$ cat src/rtl/wkdb_pkg.sv
package wkdb_pkg;
  localparam int CODE_W   = 3;
  localparam int MAX_HOLD = 32768;
  localparam int RUN_W    = $clog2(MAX_HOLD + 1);

  typedef logic [CODE_W-1:0] code_t;
  typedef logic [RUN_W-1:0]  run_t;

  // Consecutive active samples needed for a hold code.
  function automatic run_t hold_len(code_t c);
    case (c)
      3'd0:    return run_t'(1);
      3'd1:    return run_t'(3);
      3'd2:    return run_t'(32);
      3'd3:    return run_t'(512);
      3'd4:    return run_t'(4096);
      default: return run_t'(MAX_HOLD);
    endcase
  endfunction
endpackage

$ cat src/rtl/wkdb_rst_sync.sv
module wkdb_rst_sync (
  input  logic clk,
  input  logic arst_n,
  output logic rst_n
);
  logic stage_q;

  always_ff @(posedge clk or negedge arst_n) begin
    if (!arst_n) begin
      stage_q <= 1'b0;
      rst_n   <= 1'b0;
    end else begin
      stage_q <= 1'b1;
      rst_n   <= stage_q;
    end
  end
endmodule

$ cat src/rtl/wkdb_qualify.sv
module wkdb_qualify #(
  parameter int N_IN = 14
) (
  input  logic [N_IN-1:0] pin,
  input  logic [N_IN-1:0] en,
  input  logic [N_IN-1:0] ptype,
  output logic [N_IN-1:0] active,
  output logic            any_active
);
  for (genvar i = 0; i < N_IN; i++) begin : g_lane
    // active when level equals type; R1: gated by enable
    assign active[i] = en[i] & ~(pin[i] ^ ptype[i]);
  end

  assign any_active = |active;
endmodule

$ cat src/rtl/wkdb_counter.sv
module wkdb_counter
  import wkdb_pkg::*;
(
  input  logic  clk,
  input  logic  rst_n,
  input  logic  any_active,
  input  code_t code,
  output logic  hit
);
  run_t run_q, run_d;
  logic fired_q, fired_d;
  run_t need;
  run_t run_inc;

  always_comb begin
    need    = hold_len(code);
    run_inc = run_q + run_t'(1);
    hit     = any_active & ~fired_q & (run_inc >= need);
    if (!any_active) begin
      run_d   = '0;          // restart
      fired_d = 1'b0;        // re-arm
    end else begin
      run_d   = (run_q < run_t'(MAX_HOLD)) ? run_inc : run_q;
      fired_d = fired_q | hit;
    end
  end

  always_ff @(posedge clk or negedge rst_n) begin
    if (!rst_n) begin
      run_q   <= '0;
      fired_q <= 1'b0;
    end else begin
      run_q   <= run_d;
      fired_q <= fired_d;
    end
  end

  assert_run_cap_R5: assert property (@(posedge clk) disable iff (!rst_n)
    run_q <= run_t'(MAX_HOLD));
  assert_restart_R6: assert property (@(posedge clk) disable iff (!rst_n)
    !any_active |=> (run_q == '0));
  assert_one_shot_R7: assert property (@(posedge clk) disable iff (!rst_n)
    hit |=> !hit);
endmodule

$ cat src/rtl/wkdb_status.sv
module wkdb_status #(
  parameter int N_IN = 14
) (
  input  logic            clk,
  input  logic            rst_n,
  input  logic            hit,
  input  logic [N_IN-1:0] active,
  input  logic            rd,
  output logic            pulse_q,
  output logic            flag_q,
  output logic [N_IN-1:0] snap_q
);
  logic            pulse_d, flag_d;
  logic [N_IN-1:0] snap_d;

  always_comb begin
    pulse_d = hit;
    flag_d  = (rd ? 1'b0 : flag_q) | hit;
    snap_d  = (rd ? '0 : snap_q) | (hit ? active : '0);
  end

  always_ff @(posedge clk or negedge rst_n) begin
    if (!rst_n) begin
      pulse_q <= 1'b0;
      flag_q  <= 1'b0;
      snap_q  <= '0;
    end else begin
      pulse_q <= pulse_d;
      flag_q  <= flag_d;
      snap_q  <= snap_d;
    end
  end

  assert_pulse_width_R7: assert property (@(posedge clk) disable iff (!rst_n)
    pulse_q |=> !pulse_q);
  assert_sticky_R8: assert property (@(posedge clk) disable iff (!rst_n)
    (flag_q && !rd) |=> flag_q);
  assert_src_needs_flag_R9: assert property (@(posedge clk) disable iff (!rst_n)
    (|snap_q) |-> flag_q);
  assert_read_clears_R10: assert property (@(posedge clk) disable iff (!rst_n)
    (rd && !hit) |=> (!flag_q && (snap_q == '0)));
endmodule

$ cat src/rtl/wake_dbnc.sv
module wake_dbnc
  import wkdb_pkg::*;
#(
  parameter int N_IN = 14
) (
  input  logic            clk,
  input  logic            arst_n,
  input  logic [N_IN-1:0] wake_pin,
  input  logic [N_IN-1:0] pin_en,
  input  logic [N_IN-1:0] pin_type,
  input  logic [2:0]      hold_code,
  input  logic            status_rd,
  output logic            wake_req,
  output logic            wake_any,
  output logic [N_IN-1:0] wake_src
);
  logic            rst_n;
  logic [N_IN-1:0] active;
  logic            any_active;
  logic            hit;

  wkdb_rst_sync u_rst (
    .clk    (clk),
    .arst_n (arst_n),
    .rst_n  (rst_n)
  );

  wkdb_qualify #(.N_IN(N_IN)) u_qual (
    .pin        (wake_pin),
    .en         (pin_en),
    .ptype      (pin_type),
    .active     (active),
    .any_active (any_active)
  );

  wkdb_counter u_cnt (
    .clk        (clk),
    .rst_n      (rst_n),
    .any_active (any_active),
    .code       (code_t'(hold_code)),
    .hit        (hit)
  );

  wkdb_status #(.N_IN(N_IN)) u_stat (
    .clk     (clk),
    .rst_n   (rst_n),
    .hit     (hit),
    .active  (active),
    .rd      (status_rd),
    .pulse_q (wake_req),
    .flag_q  (wake_any),
    .snap_q  (wake_src)
  );

  assert_disabled_quiet_R1: assert property (@(posedge clk) disable iff (!rst_n)
    (pin_en == '0) |=> !wake_req);
endmodule

$ cat config.mk
export PLATFORM = sky130hd
export DESIGN_NAME = wake_dbnc
export DESIGN_NICKNAME = d
export VERILOG_FILES = /design/src/rtl/wkdb_pkg.sv /design/src/rtl/wkdb_rst_sync.sv /design/src/rtl/wkdb_qualify.sv /design/src/rtl/wkdb_counter.sv /design/src/rtl/wkdb_status.sv /design/src/rtl/wake_dbnc.sv
export SDC_FILE = /design/constraint.sdc
export NUM_CORES = 1
export LEC_CHECK = 0
export BUFFER_PORTS_ARGS = -buffer_cell sky130_fd_sc_hd__buf_2
export CORE_MARGIN = 8
export CORE_UTILIZATION = 43
export CTS_CLUSTER_SIZE = 16
export DETAILED_ROUTE_END_ITERATION = 16
export MAX_ROUTING_LAYER = met4
export PLACE_DENSITY = 0.69
export SKIP_LAST_GASP = 1
export SLEW_MARGIN = 20
export SYNTH_ARGS = -nofsm -noshare
export SYNTH_HDL_FRONTEND = slang
export SYNTH_SLANG_ARGS = --single-unit
$ cat constraint.sdc
create_clock -name clk -period 1.1 [get_ports clk]
set_input_delay 0.11 -clock clk [delete_from_list [all_inputs] [get_ports clk]]
set_output_delay 0.11 -clock clk [all_outputs]
set_load 0.005 [all_outputs]
==> out/results.ini, run 1 <==
[run_status]
status=complete, but fails checks
violations=negative setup slack

[run]
cap_violations=0

[global_routing]
first_global_vias=2525
grt_overflow=0
grt_max_degree=34
grt_pass1_wl_um=11400
grt_util_all_layers=0.188
antenna_found_initial=0

[placed_design]
dp_hpwl_um=5070
io_buffers=63
post-place-ws_ps=-1440
gp_congestion=0.923
dp.cells=435

[timing]
slew_viol_final=0
fin_crit_sh=2.29
holdWs_ps=124
setup_ws_ps=-1420
finalSetupViolCount=32
max_freq_ghz=0.397
rsz0062_at_grt=true
finalHoldViolations=0
skew_ps=4.33
fin_crit_ps=2520

[worst_hold_path]
hold_depth=3
holdCritStartpoint=pin_en[9]
holdPathEnd=u_stat.snap_q[9]
hold_class=in2reg

[die]
row_count=26
pin_count=64
core_sq_um=5140
die-area_sq_um=7920
fp.dieW_um=89.0
initial_core_util=0.445
dieHeight_um=89.0

[power_and_ir_drop]
power_frac_clock=0.176
power.density_nw_per_um2=2100
power_leakage_nw=1.69
p_seq_frac=0.250
p_switching_mw=3.06
power_mw=7.94
vdd_ir_drop_max_v=0.000872
intPower_mw=4.88
combinationalPowerShare=0.574
switching_share=0.385

[clocking]
clkTransAtPathRegs_ps=70
cts_inserted_buffers=5
worstSkewPairLatency_ps=290
cts_root_buf=clkbuf_8
cts-htree-levels=2
tritoncts=done
cts.sinks=35
cts_max_path_buffers=2

[synthesis]
syn_inst=248
synth_edf_count=0
ys_seq_area_frac=0.383
synth-seq-cells=35
yosys-top-cells-area=dfrtp_1, xnor2_1, o221ai_2
synth_top_area_share=0.383
syn-num-nets=303
yosys_warnings=0
netlist_area_sq_um=2290
ys.flop_type=dfrtp_1
syn_avg_cell_area_sq_um=9.23
netlist-cell-type-count=45
yosysTopAreaCell=dfrtp_1
synthTopCellsByCount=nand2_1, dfrtp_1, xnor2_1, nor2_1, nand3_1
synth_most_common_cell=nand2_1
async_reset_ff_frac=1.00

[setup_path]
critPathSlowestCell=dfrtp_2
r2r-end=u_stat.flag_q
cp_slowest_stage_delay_ps=440
crit_fanout=15
timing.rr.start=u_cnt.run_q[1]
crit_required_ps=1280
r2r_setup_slack_ps=-1420
start_kind=flop
r2r_cells=11
endpoint_kind=flop
criticalPathCategory=reg2reg
critPathArrivalTime_ps=2700
crit_chain=and3_4 > nand3_4 > nor2_1 > xor2_1 > ha_2 > nor3_1 > and3b_1 > o31ai_4 > a211oi_4 > buf_12 > o41ai_4

[routing]
wl_per_cell_um=15.6
vias=2391
dr.pass1.iters=4
ant_nets=0
drt-vias-per-instance=5.23
drt_wl_total_um=7130
first_iter_violations=108
drc=0

[layout]
drive_gt1_frac=0.550
nNetsFinal=441
diodes=0
synthToLayoutAreaGrowth_pct=65.2
final_cells=457
fillCellCount=366
post-route-util=0.736

-- metal layers --
metal,GRT usage,vias up,share of wire
met1,0.230,1130,0.44
met3,0.0313,16,0.044
met2,0.309,87,0.49
met4,0.0589,0,0.024
li1,-,1158,-
met5,-,-,0
-- worst max-delay path: cells and delay by family (launching register included) --
kind	cells	cell delay (ps)
AO/OA/AOI/OAI	3	700
XOR/XNOR	1	190
adder cells (fa/ha/maj)	1	240
buffers and inverters	1	170
flip-flops	1	440
AND/OR/NAND/NOR	5	670
-- state kept, by name, summed over array words and instances, names as in the netlist --
register and count:
u_stat.pulse_q 1, u_rst.rst_n 1, u_cnt.fired_q 1, u_stat.snap_q 14
u_cnt.run_q 16, u_rst.stage_q 1, u_stat.flag_q 1
-- cells by family (layout without fill, tap and decap cells) --
| kind of cell | after synthesis | in the layout | share of synthesized area |
|---|---|---|---|
| compound gates | 35 | 35 | 0.154 |
| fa+ha+maj | 7 | 7 | 0.0382 |
| other cells | 1 | 1 | 0.00164 |
| simple gates | 116 | 116 | 0.251 |
| xor+xnor | 35 | 35 | 0.134 |
| mux | 1 | 1 | 0.00437 |
| buf+inv | 18 | 157 | 0.0350 |
| flops | 35 | 35 | 0.383 |
-- stage by stage --
step | instance area [sq um] | TNS, ps
2_1_floorplan | 2450 | -27090
3_3_place_gp | 3300 | -27460
3_5_place_dp | 3300 | -28540
4_1_cts | 3570 | -26820
5_1_grt | 3780 | -30900
6_report | 3780 | -27860
-- worst max path at each step --
stage                   startpoint                end  slack, ps  depth (start not counted)
global route        u_cnt.run_q[1]  u_stat.snap_q[13]      -1520                         10
floorplan           u_cnt.run_q[0]  u_stat.snap_q[10]      -1500                         10
CTS                 u_cnt.run_q[0]  u_stat.snap_q[13]      -1380                         10
global placement    u_cnt.run_q[0]      u_stat.flag_q      -1350                         11
detailed placement  u_cnt.run_q[0]      u_stat.flag_q      -1440                         11
finish              u_cnt.run_q[1]      u_stat.flag_q      -1420                         11
-- timing repair --
item,in CTS,in global routing
pin swaps,13,29
setup endpoints to repair,31,33
hold buffers,1,0
buffers inserted,7,9
cloned,0,2
endpoints found under the hold margin,2,0
resized for setup,19,30
-- final cells by class --
type / instances / area (sq um) / share of cell area
multi-input combinational: 195 / 1660 / 0.438
timing repair buffer: 143 / 996 / 0.263
sequential: 35 / 882 / 0.233
tap: 70 / 87.6 / 0.0231
clock buffer: 5 / 68.8 / 0.0182
clock inverter: 3 / 67.6 / 0.0179
inverter: 6 / 22.5 / 0.00595
-- power groups by stage --
stage | combinational [mW] | clock (mW) | sequential, mW
detailed placement | 3.76 | 0 | 1.98
finish | 4.55 | 1.40 | 1.99
CTS | 4.12 | 1.42 | 1.95
floorplan | 2.17 | 0 | 2.04
global placement | 3.71 | 0 | 1.96
global route | 4.94 | 1.45 | 2.02
-- layout by cell type, fill, tap and decap left out, types with 2 or more instances in the layout --
cell type	netlist	final
buf_4	0	67
buf_2	4	62
nand2_1	37	36
dfrtp_1	35	30
xnor2_1	27	23
nor2_1	23	19
nand3_1	22	15
o221ai_2	10	10
buf_6	1	10
xor2_1	8	8
nand3_2	0	6
nand4_1	6	6
inv_1	6	5
clkbuf_8	0	5
dfrtp_2	0	5
nor4_4	0	4
o221ai_1	4	4
ha_1	7	4
nor3_1	7	3
nor3_2	1	3
nor2_4	0	3
a21oi_2	0	3
xnor2_2	0	3
buf_12	0	3
o21ai_0	2	2
nand3_4	1	2
and3_4	0	2
a211o_1	2	2
nor2b_1	3	2
a41oi_2	0	2
a31oi_1	2	2
nor3_4	0	2
ha_4	0	2
bufinv_16	0	2
Power figures use the tool's default switching activity.
==> run 2, diff against run 1 <==
--- a/config.mk
+++ b/config.mk
@@ -12,6 +12,8 @@
 export DETAILED_ROUTE_END_ITERATION = 16
 export MAX_ROUTING_LAYER = met4
 export PLACE_DENSITY = 0.69
+export SETUP_SLACK_MARGIN = 0.3
+export SKIP_CTS_REPAIR_TIMING = 1
 export SKIP_LAST_GASP = 1
 export SLEW_MARGIN = 20
 export SYNTH_ARGS = -nofsm -noshare
==> constraint.sdc (replaced) <==
create_clock -name clk -period 1.1 [get_ports clk]
set_input_delay 0.22 -clock clk [delete_from_list [all_inputs] [get_ports clk]]
set_output_delay 0.22 -clock clk [all_outputs]
set_load 0.005 [all_outputs]
==> out/results.ini, run 2 (synthesized netlist as in run 1, its figures left out) <==
[global_routing]
antenna_found_initial=0
grt_max_degree=24
grt_util_all_layers=0.196
grt_overflow=0
first_global_vias=2578
grt_pass1_wl_um=11700

[power_and_ir_drop]
power_leakage_nw=1.74
power.density_nw_per_um2=1920
vdd_ir_drop_max_v=0.000889

[layout]
final_cell_mix=buf_4, buf_2, nand2_1
layout_commonest_cell=buf_4
fillCellCount=350
reg.largest.list=u_cnt.run_q x16, u_stat.snap_q x14
final_cells=462
synthToLayoutAreaGrowth_pct=69.7
largest_reg_flops=16
nNetsFinal=446
regArea_sq_um=883
regMostFlops=u_cnt.run_q
drive_gt1_frac=0.577
diodes=0
multi_input_area_sq_um=1690
final_area_sq_um=3890

[clocking]
clkTransAtPathRegs_ps=80
worstSkewPairLatency_ps=300
cts_inserted_buffers=5
cts_root_buf=clkbuf_8
cts.sinks=35
cts_max_path_buffers=2
cts-htree-levels=2
tritoncts=done

[timing]
finalSetupViolCount=33
fin_crit_ps=2610
finalHoldViolations=0
skew_ps=8.96
rsz0062_at_grt=true
setup_tns_ps=-29790
max_freq_ghz=0.384
setup_ws_ps=-1510
fin_crit_sh=2.37
slew_viol_final=0

[routing]
wl_per_cell_um=17.1
wl_met1_um=3370
drt-vias-per-instance=5.38
drt_wl_total_um=7920
dr_wl_met2_um=3980
met3_length_um=374
first_iter_violations=180
vias=2487
routed.top_layer=met4
drc=0
dr.pass1.iters=4
ant_nets=0

[die]
row_count=26
dieHeight_um=89.0
fp.dieW_um=89.0
core_sq_um=5140
pin_count=64
die-area_sq_um=7920
initial_core_util=0.445

[setup_path]
start_kind=flop
critPathArrivalTime_ps=2800
timing.rr.start=u_cnt.run_q[1]
r2r_setup_slack_ps=-1510
crit_required_ps=1290
criticalPathCategory=reg2reg
r2r_cells=11
endpoint_kind=flop
r2r-end=u_stat.flag_q
crit_fanout=15

[placed_design]
dp_hpwl_um=5500
io_buffers=63
post-place-ws_ps=-1520
dp.cells=437
gp_congestion=0.868
placed_cell_area_sq_um=3400

[run_status]
violations=negative setup slack
status=complete, but fails checks

[worst_hold_path]
hold_class=reg2async

[run]
cap_violations=0

==> run 2: changes by cell type in the layout (fill, tap and decap cells not counted), moves of 2 or more <==
| cell | previous run | this run |
|---|---|---|
| buf_12 | 3 | 5 |
| buf_2 | 62 | 55 |
| buf_4 | 67 | 74 |
| buf_6 | 10 | 12 |
| bufinv_16 | 2 | 0 |
| clkbuf_8 | 5 | 7 |
| nor2_1 | 19 | 16 |
| nor2_2 | 1 | 4 |
| xnor2_1 | 23 | 18 |
| xnor2_2 | 3 | 5 |
| xnor2_4 | 1 | 4 |
==> run 2: worst max-delay path by stage <==
| stage | cells after the start | slack [ps] | end | from |
|---|---|---|---|---|
| global route | 11 | -1570 | u_stat.flag_q | u_cnt.run_q[5] |
| global placement | 11 | -1430 | u_stat.flag_q | u_cnt.run_q[7] |
| finish | 11 | -1510 | u_stat.flag_q | u_cnt.run_q[1] |
| CTS | 11 | -1520 | u_stat.flag_q | u_cnt.run_q[7] |
| detailed placement | 11 | -1520 | u_stat.flag_q | u_cnt.run_q[7] |
| floorplan | 10 | -1500 | u_stat.snap_q[10] | u_cnt.run_q[0] |
==> run 2: final cells by class <==
type                    count  area share
multi-input cells         195       0.434
repair buffers            148       0.283
flip-flops and latches     35       0.227
clock buffers               7      0.0248
well taps                  70      0.0225
inverters                   6     0.00580
clock inverters             1     0.00193
==> run 2: worst max-delay path: stages, from the launching register on <==
cell,delay [ps]
dfrtp_2,440
and3_4,210
nand3_2,90
nor2_2,120
xor2_1,220
ha_2,260
nor3_1,60
and3b_1,210
o31ai_4,290
a211oi_4,110
buf_12,170
o41ai_2,300
==> run 2: power by group <==
group          leakage (nW)  internal, mW  switching (mW)
combinational          1.25          2.23            2.17
sequential            0.443          1.64           0.359
clock                0.0505         0.570           0.500
total                  1.74          4.45            3.03
==> run 2: metrics by stage <==
stage	hold slack, ps	util	power, mW
after floorplan	-75.6	-	4.24
after global placement	5.03	0.661	5.71
after detailed placement	6.60	0.661	5.78
after CTS	-312	0.681	6.86
after global routing	181	0.756	7.95
final	159	0.756	7.48
==> run 2: metal layers <==
layer,up-vias,GRT usage
li1,1174,-
met2,86,0.317
met5,-,-
met3,19,0.0377
met4,0,0.0650
met1,1208,0.240
==> run 3, diff against run 2 <==
--- a/config.mk
+++ b/config.mk
@@ -6,13 +6,14 @@
 export NUM_CORES = 1
 export LEC_CHECK = 0
 export BUFFER_PORTS_ARGS = -buffer_cell sky130_fd_sc_hd__buf_2
+export CORE_ASPECT_RATIO = 0.6
 export CORE_MARGIN = 8
 export CORE_UTILIZATION = 43
 export CTS_CLUSTER_SIZE = 16
 export DETAILED_ROUTE_END_ITERATION = 16
 export MAX_ROUTING_LAYER = met4
 export PLACE_DENSITY = 0.69
-export SETUP_SLACK_MARGIN = 0.3
+export SETUP_SLACK_MARGIN = 0.1
 export SKIP_CTS_REPAIR_TIMING = 1
 export SKIP_LAST_GASP = 1
 export SLEW_MARGIN = 20
==> out/results.ini, run 3 (synthesized netlist as in run 1, its figures left out) <==
[setup_path]
r2r_cells=10
timing.rr.start=u_cnt.run_q[1]
r2r_setup_slack_ps=-1440
endpoint_kind=flop
start_kind=flop
r2r-end=u_stat.flag_q
crit_fanout=8
critPathArrivalTime_ps=2710
criticalPathCategory=reg2reg
crit_required_ps=1270

[global_routing]
grt_util_all_layers=0.193
grt_overflow=0
antenna_found_initial=0
grt_max_degree=34
first_global_vias=2263
grt_pass1_wl_um=11800

[die]
row_count=20
fp.dieW_um=110
initial_core_util=0.449
die-area_sq_um=7990
dieHeight_um=72.5
core_sq_um=5100
pin_count=64

[placed_design]
gp_congestion=0.901
placed_cell_area_sq_um=3390
dp_hpwl_um=5860
io_buffers=63
dp.cells=432
post-place-ws_ps=-1410

[clocking]
tritoncts=done
cts.sinks=35
worstSkewPairLatency_ps=290
clkTransAtPathRegs_ps=70
cts_max_path_buffers=2
cts_inserted_buffers=5
cts_root_buf=clkbuf_8
cts-htree-levels=2

[run]
cap_violations=0

[power_and_ir_drop]
power.density_nw_per_um2=1910
power_leakage_nw=1.75
switching_share=0.416
p_seq_frac=0.271
p_switching_mw=3.08
intPower_mw=4.32
power_frac_clock=0.126
vdd_ir_drop_max_v=0.00135
combinationalPowerShare=0.603

[layout]
nNetsFinal=445
final_cells=457
regMostFlops=u_cnt.run_q
final_area_sq_um=3860
multi_input_area_sq_um=1680
regArea_sq_um=883
reg.largest.list=u_cnt.run_q x16, u_stat.snap_q x14
largest_reg_flops=16
fillCellCount=354
diodes=0
drive_gt1_frac=0.560
layout_commonest_cell=buf_4
synthToLayoutAreaGrowth_pct=68.7
final_cell_mix=buf_4, buf_2, nand2_1

[routing]
drc=0
wl_per_cell_um=17.9
drt-vias-per-instance=5.43
drt_wl_total_um=8170
first_iter_violations=182
ant_nets=0
dr.pass1.iters=4
vias=2482

[timing]
finalHoldViolations=0
fin_crit_ps=2540
skew_ps=8.72
finalSetupViolCount=33
rsz0062_at_grt=true
holdWs_ps=221
max_freq_ghz=0.393
setup_ws_ps=-1440
slew_viol_final=0
fin_crit_sh=2.31

[run_status]
status=complete, but fails checks
violations=negative setup slack

[worst_hold_path]
hold_class=reg2async

-- run 3: cell types whose count changed in the layout (fill, tap and decap cells not counted), moves of 2 or more --
cell | previous run | this run
a21oi_1 | 0 | 2
a21oi_2 | 4 | 2
buf_4 | 74 | 72
clkbuf_1 | 0 | 2
clkbuf_8 | 7 | 5
nor3_2 | 3 | 1
nor3_4 | 1 | 3
-- run 3: worst max-delay path, cell delays in order (launching register included) --
cell and delay [ps]:
dfrtp_2 430, ha_4 150, nand4_1 120, or4_4 490, xnor2_4 190, ha_4 180, nor4_4 50, a41oi_2 250
a211oi_4 70, buf_6 150, o41ai_1 360
-- run 3: per-stage QoR --
| stage | power [mW] | util | TNS (ps) |
|---|---|---|---|
| 2_1_floorplan | 4.24 | - | -27410 |
| 3_3_place_gp | 5.64 | 0.663 | -28980 |
| 3_5_place_dp | 5.76 | 0.663 | -29860 |
| 4_1_cts | 6.70 | 0.679 | -28490 |
| 5_1_grt | 7.84 | 0.757 | -31740 |
| 6_report | 7.39 | 0.757 | -29180 |
-- run 3: per-layer routing --
metal  vias up  share of wire  GRT usage
met1      1211           0.44      0.279
li1       1174              -          -
met2        82           0.47      0.269
met3        15          0.072     0.0486
met4         0          0.015     0.0235
met5         -              0          -
-- run 3: power groups by stage --
stage | registers (mW) | logic [mW] | clock network [mW]
after floorplan | 2.04 | 2.20 | 0
after detailed placement | 1.99 | 3.77 | 0
after global routing | 2.05 | 4.80 | 1.00
after CTS | 1.97 | 3.80 | 0.927
final | 2.01 | 4.46 | 0.929
after global placement | 1.98 | 3.66 | 0
-- run 3: final cells by class --
cell class / instances / area share
Timing Repair Buffer: 147 / 0.287
Multi-Input combinational cell: 195 / 0.436
Clock buffer: 7 / 0.0198
Sequential cell: 35 / 0.229
Clock inverter: 1 / 0.00130
Inverter: 6 / 0.00583
Tap cell: 66 / 0.0214
-- run 3: how the worst max path moves through the flow --
| stage | from | to | slack, ps | cells after the start |
|---|---|---|---|---|
| finish | u_cnt.run_q[1] | u_stat.flag_q | -1440 | 10 |
| global route | u_cnt.run_q[4] | u_stat.snap_q[2] | -1540 | 10 |
| CTS | u_cnt.run_q[2] | u_stat.flag_q | -1460 | 11 |
| detailed placement | u_cnt.run_q[1] | u_stat.flag_q | -1410 | 10 |
| global placement | u_cnt.run_q[1] | u_stat.flag_q | -1350 | 10 |
| floorplan | u_cnt.run_q[0] | u_stat.snap_q[10] | -1500 | 10 |
